**src/rtl/txq_sched.sv**
```systemverilog
module txq_sched #(
  parameter int NQ  = 16,
  parameter int NCH = 8,
  parameter int IW  = 8
) (
  input  logic          clk,
  input  logic          rst_n,
  input  logic          cfg_we,
  input  logic [2:0]    cfg_kind,
  input  logic [3:0]    cfg_queue,
  input  logic [31:0]   cfg_wdata,
  input  logic [2:0]    rd_kind,
  input  logic [3:0]    rd_queue,
  output logic [31:0]   rd_data,
  input  logic [7:0]    ch_ready,
  output logic          grant_valid,
  output logic [2:0]    grant_chan,
  output logic [3:0]    grant_queue,
  output logic [7:0]    grant_index,
  output logic          adv_valid,
  output logic [3:0]    adv_queue
);
  localparam int QW = $clog2(NQ);
  localparam int CW = $clog2(NCH);
  localparam logic [2:0] K_WP = 3'd0, K_RP = 3'd1, K_ST = 3'd2, K_EM = 3'd3, K_CE = 3'd4;

  logic [NQ-1:0][IW-1:0] wptr, rptr, wp_n, rp_n;
  logic [NQ-1:0][9:0]    st, st_n;
  logic [NQ-1:0]         empty, em_n, elig;
  logic [NCH-1:0]        chen, req, hit;
  logic [NCH-1:0][NQ-1:0] cand;
  logic [NCH-1:0][QW-1:0] rr;
  logic                  gv;
  logic [CW-1:0]         gch;
  logic [QW-1:0]         gq;

  always_comb begin
    req  = '0;
    cand = '0;
    for (int q = 0; q < NQ; q++) begin
      elig[q] = st[q][0] && !empty[q] && (int'(st[q][4:1]) < NCH) &&
                chen[st[q][CW:1]] && (!st[q][8] || st[q][5]);
      for (int c = 0; c < NCH; c++)
        if (elig[q] && int'(st[q][4:1]) == c) begin
          cand[c][q] = 1'b1;
          req[c]     = 1'b1;
        end
    end
  end

  assign hit = req & ch_ready[NCH-1:0] & chen;
  assign gv  = |hit;

  always_comb begin
    gch = '0;
    for (int c = 0; c < NCH; c++)
      if (hit[c]) gch = CW'(c);
  end

  always_comb begin
    logic [QW-1:0] idx;
    gq = '0;
    for (int k = NQ; k >= 1; k--) begin
      idx = rr[gch] + QW'(k);
      if (cand[gch][idx]) gq = idx;
    end
  end

  assign grant_valid = gv;
  assign grant_chan  = 3'(gch);
  assign grant_queue = 4'(gq);
  assign grant_index = 8'(rptr[gq]);

  always_comb begin
    for (int q = 0; q < NQ; q++) begin
      logic wsel, gsel;
      wsel = cfg_we && (cfg_queue == 4'(q));
      gsel = gv && (gq == QW'(q));
      wp_n[q] = (wsel && cfg_kind == K_WP) ? cfg_wdata[IW-1:0] : wptr[q];
      if (wsel && cfg_kind == K_RP)
        rp_n[q] = cfg_wdata[IW-1:0];
      else if (gsel)
        rp_n[q] = rptr[q] + 1'b1;
      else
        rp_n[q] = rptr[q];
      em_n[q] = empty[q];
      if (cfg_we && cfg_kind == K_EM && cfg_wdata[16+q])
        em_n[q] = cfg_wdata[q];
      else if (wsel && (cfg_kind == K_WP || cfg_kind == K_RP))
        em_n[q] = (wp_n[q] == rp_n[q]);
      else if (gsel)
        em_n[q] = (wp_n[q] == rp_n[q]);
      st_n[q] = st[q];
      for (int b = 0; b < 10; b++)
        if (wsel && cfg_kind == K_ST && cfg_wdata[10+b])
          st_n[q][b] = cfg_wdata[b];
    end
  end

  always_ff @(posedge clk) begin
    if (!rst_n) begin
      wptr      <= '0;
      rptr      <= '0;
      st        <= '0;
      empty     <= '1;
      chen      <= '0;
      rr        <= '1;
      adv_valid <= 1'b0;
      adv_queue <= '0;
    end else begin
      wptr      <= wp_n;
      rptr      <= rp_n;
      st        <= st_n;
      empty     <= em_n;
      adv_valid <= gv;
      adv_queue <= 4'(gq);
      if (gv) rr[gch] <= gq;
      if (cfg_we && cfg_kind == K_CE) chen <= cfg_wdata[NCH-1:0];
    end
  end

  always_comb begin
    case (rd_kind)
      K_WP:    rd_data = 32'(wptr[rd_queue]);
      K_RP:    rd_data = 32'(rptr[rd_queue]);
      K_ST:    rd_data = 32'(st[rd_queue]);
      K_EM:    rd_data = 32'(empty);
      K_CE:    rd_data = 32'(chen);
      default: rd_data = '0;
    endcase
  end

  p_grant_allowed_r5: assert property (@(posedge clk) disable iff (!rst_n)
    grant_valid |-> ch_ready[grant_chan] && chen[grant_chan]);

  p_queue_ok_r10: assert property (@(posedge clk) disable iff (!rst_n)
    grant_valid |-> st[gq][0] && !empty[gq] && (!st[gq][8] || st[gq][5]) &&
                    st[gq][4:1] == 4'(grant_chan));

  p_top_channel_r8: assert property (@(posedge clk) disable iff (!rst_n)
    grant_valid |-> (((req & ch_ready & chen) >> grant_chan) >> 1) == '0);

  p_rptr_step_r6: assert property (@(posedge clk) disable iff (!rst_n)
    (grant_valid && !(cfg_we && cfg_kind == K_RP && cfg_queue == grant_queue))
      |=> rptr[$past(gq)] == IW'($past(grant_index) + 8'd1));

  p_adv_event_r7: assert property (@(posedge clk) disable iff (!rst_n)
    grant_valid |=> adv_valid && adv_queue == $past(grant_queue));

  p_no_adv_r7: assert property (@(posedge clk) disable iff (!rst_n)
    !grant_valid |=> !adv_valid);
endmodule

```
**config.mk**
```make
export PLATFORM = sky130hd
export DESIGN_NAME = txq_sched
export DESIGN_NICKNAME = d
export VERILOG_FILES = /design/src/rtl/txq_sched.sv
export SDC_FILE = /design/constraint.sdc
export NUM_CORES = 2
export LEC_CHECK = 0
export BUFFER_PORTS_ARGS = -buffer_cell sky130_fd_sc_hd__buf_2
export CAP_MARGIN = 0
export CELL_PAD_IN_SITES_DETAIL_PLACEMENT = 1
export CELL_PAD_IN_SITES_GLOBAL_PLACEMENT = 2
export CORE_MARGIN = 2
export CORE_UTILIZATION = 34
export DETAILED_ROUTE_END_ITERATION = 10
export PLACE_DENSITY_LB_ADDON = 0.1
export SYNTH_ARGS = -nofsm -noshare
export SYNTH_HDL_FRONTEND = slang
export SYNTH_SLANG_ARGS = --single-unit
```
**constraint.sdc**
```tcl
create_clock -name clk -period 9.24 [get_ports clk]
set_input_delay 1.386 -clock clk [delete_from_list [all_inputs] [get_ports clk]]
set_output_delay 1.386 -clock clk [all_outputs]
set_load 0.02 [all_outputs]
```
==> metrics.cfg <==
[floorplanning]
pin_count=110
die_w_um=346
num_rows=125
initial_core_util_pct=34.2
core_area_um2=116000
die_h_um=346
dieArea_um2=119000

[critical_path]
cp_common_cell=buf_4
path_max_fanout=16
worstPathRequired_ns=9.71
cp_slowest_stage_delay_ns=0.64
cp_num_buf_inv=9
ff2ff_path_depth=34
critPathCaptureType=flip-flop
cpMaxStageDelayCell=o211ai_1
crit_cells=34
regToRegEndpoint=empty[2]$_SDFFE_PN1P_
rrSetupSlack_ns=0.16
cp-start-kind=flip-flop
arrival_ns=9.55
reg2reg_from=chen[3]$_SDFFE_PN0P_
crit_type=reg -> reg
crit_family=compound AO/OA/AOI/OAI gates

[clocking]
htreeDepth=3
cts.path.max_buffers=3
clkLatencyLatePin_ns=0.66
numCtsBuffers=68
cts-root-buf=clkbuf_16
tritoncts=done
cts.clk_slew.worst_paths_ns=0.07
cts.sinks=477
holdBufCountCts=0

[sta]
worst_slack_ns=0.155
finalMaxSlewViolations=0
max_slew_margin_pct=17.9
max_slew.worst_pin.slew_ns=1.23
finalSetupViolations=0
setup-tns-final_ns=0
hold_viol=0
fmax_mhz=110
finalClockSkew_ns=0.0237
min_period_over_period_pct=98.3
min_period_ns=9.08

[power_and_ir_drop]
switchingPower_mw=1.48
p_sw_share_pct=27.8
p_leak_nw=15.5
seqPwrFrac_pct=39.0
power.share.clock_pct=53.2
total_power_mw=5.33
intPower_mw=3.85
pwr-share-comb_pct=7.8
ir_drop_mv=0.115
powerDensity_nw_per_um2=116

[detailed_routing]
drt_iter0_drc=4030
wire_per_inst_um=31.5
wl_um=217000
ant_nets=0
route.detailed.drc=0
first_pass_iters=5
vias=44038
vias_per_cell=6.38

[place]
place_area_um2=42400
dp_slack_ns=-0.315
dp_hpwl_um=158000
numPortBuffers=93
gp_congestion=0.992

[yosys]
synth_area_um2=39700
ys_types=126
ys_seq_area_share_pct=24.1
async_reset_ff_share_pct=0
synth_edf_count=0
syn_inst=5319
syn_avg_cell_area_um2=7.46
synth-seq-cells=477
ys_warn_count=0
synthFlopType=dfxtp_1

[final_layout]
nets=5404
fin_util_pct=39.8
layout-drive-gt1-share_pct=18.5
synthToLayoutAreaGrowth_pct=16.2
final_area_um2=46100

[outcome]
status=completed

[hold_path]
min-delay-start=st[29]$_SDFFE_PN0P_
hold_end=st[29]$_SDFFE_PN0P_
hp-class=reg -> reg
holdPathStages=2

[grt]
overflow=0
grt_pass1_wl_um=312000
antenna_found_initial=10
grt_usage_pct=35.0
first_global_vias=42546
grt_start_max_net_pins=214

[run]
drv_cap=0

[placed cells by master, fill, tap and decap left out, types with 23 or more instances in the layout]
cell and count:
buf_4 310, a221oi_1 35, a21oi_1 448, o21ai_0 148, nor2_1 423, a32oi_1 23
o211ai_1 60, o22ai_1 55, nand4_1 70, nand3_1 284, nor4_1 48, buf_2 81
mux2i_1 143, xnor2_1 165, dfxtp_1 463, mux4_2 149, and2_1 33, a31oi_1 51
mux2_2 58, and3_1 41, nand2_1 949, inv_1 55, nor2_2 29, a211oi_1 156
nand2b_1 38, clkbuf_16 70, nor3_1 158, xor2_1 110
[per-layer routing]
metal	routed length (um)	global-route usage, %	vias to the layer above	part of all wire (%)
met4	11300	15.4	8	5.2
met2	99400	56.6	1739	46
met3	14000	5.62	469	6.5
li1	-	-	19442	-
met1	92500	46.0	22380	43
met5	51	0	-	0.023
[worst max path at each step]
| stage | slack, ns | endpoint | from |
|---|---|---|---|
| 2_1_floorplan | 0.05 | grant_index[3] | ch_ready[5] |
| 3_3_place_gp | -0.38 | empty[2]$_SDFFE_PN1P_ | st[111]$_SDFFE_PN0P_ |
| 3_5_place_dp | -0.32 | empty[2]$_SDFFE_PN1P_ | empty[9]$_SDFFE_PN1P_ |
| 4_1_cts | 0.001 | grant_index[7] | st[91]$_SDFFE_PN0P_ |
| 5_1_grt | -0.01 | grant_index[4] | chen[3]$_SDFFE_PN0P_ |
| 6_report | 0.16 | empty[2]$_SDFFE_PN1P_ | chen[3]$_SDFFE_PN0P_ |
[flip-flops by register name, indices dropped and copies added (netlist names)]
| signal | flops |
|---|---|
| chen | 8 |
| adv_queue | 4 |
| rr | 32 |
| empty | 16 |
| rptr | 128 |
| wptr | 128 |
| st | 160 |
| adv_valid | 1 |
[Yosys cell counts, types with 30 or more instances]
cell type    n  share of area [%]
nand2_1    950                9.0
dfxtp_1    477                 24
a21oi_1    450                5.7
nor2_1     446                4.2
clkbuf_1   380                3.6
nand3_1    284                3.6
xnor2_1    173                3.8
nor3_1     171                2.2
a211oi_1   162                3.1
o21ai_0    153                1.9
mux4_2     149                8.5
mux2i_1    146                3.7
xor2_1     110                2.4
nand4_1     70                1.1
o211ai_1    60                1.1
mux2_2      58                1.6
buf_1       57               0.54
inv_1       56               0.53
nor4_1      56               0.88
a31oi_1     55               0.87
o22ai_1     55               0.87
and3_1      42               0.66
nand2b_1    41               0.65
a221oi_1    37               0.82
and2_1      35               0.55
buf_2       33               0.42
nor2b_1     30               0.47
[power by group through the flow]
stage	Clock, mW	Combinational, mW	Sequential (mW)
floorplan	0	0.244	2.11
global placement	0	0.408	2.12
detailed placement	0	0.410	2.12
CTS	2.89	0.411	2.08
global route	2.96	0.433	2.08
finish	2.84	0.418	2.08
[timing repair]
action,CTS,global route
gates cloned,0,1
pin swaps,7,31
resized for setup,87,104
endpoints found under the hold margin,0,0
buffers inserted,13,35
endpoints found under the setup margin,13,11
[stage by stage]
step,instances,hold WS (ns)
finish,6901,0.456
floorplan,5334,0.433
detailed placement,6729,0.448
global route,6898,0.476
global placement,6729,0.440
CTS,6862,0.457
[logic make-up (layout without fill, tap and decap cells)]
group / after synthesis / after routing / synth area share [%]
AO/OA/AOI/OAI: 1332 / 1332 / 22.6
XOR/XNOR: 286 / 286 / 6.37
adder cells (fa/ha/maj): 23 / 23 / 0.726
buffers and inverters: 569 / 609 / 5.88
flip-flops: 477 / 477 / 24.1
multiplexers: 354 / 354 / 13.8
other: 1 / 19 / 0.00946
AND/OR/NAND/NOR: 2277 / 2277 / 26.5
[worst min-delay path, stage by stage, from the launching register on]
cell	delay, ns
dfxtp_1	0.31
nand2_1	0.05
a21oi_1	0.05
[final cells by class]
type | instances | area, um^2
Tap cell | 1524 | 1910
Timing Repair Buffer | 424 | 3290
Antenna cell | 3 | 7.51
Clock inverter | 25 | 377
Inverter | 65 | 259
Clock buffer | 95 | 1930
Multi-Input combinational cell | 4288 | 28700
Fill cell | 14007 | 69800
Sequential cell | 477 | 9570
Note: power is estimated with default switching activity, not from simulation.
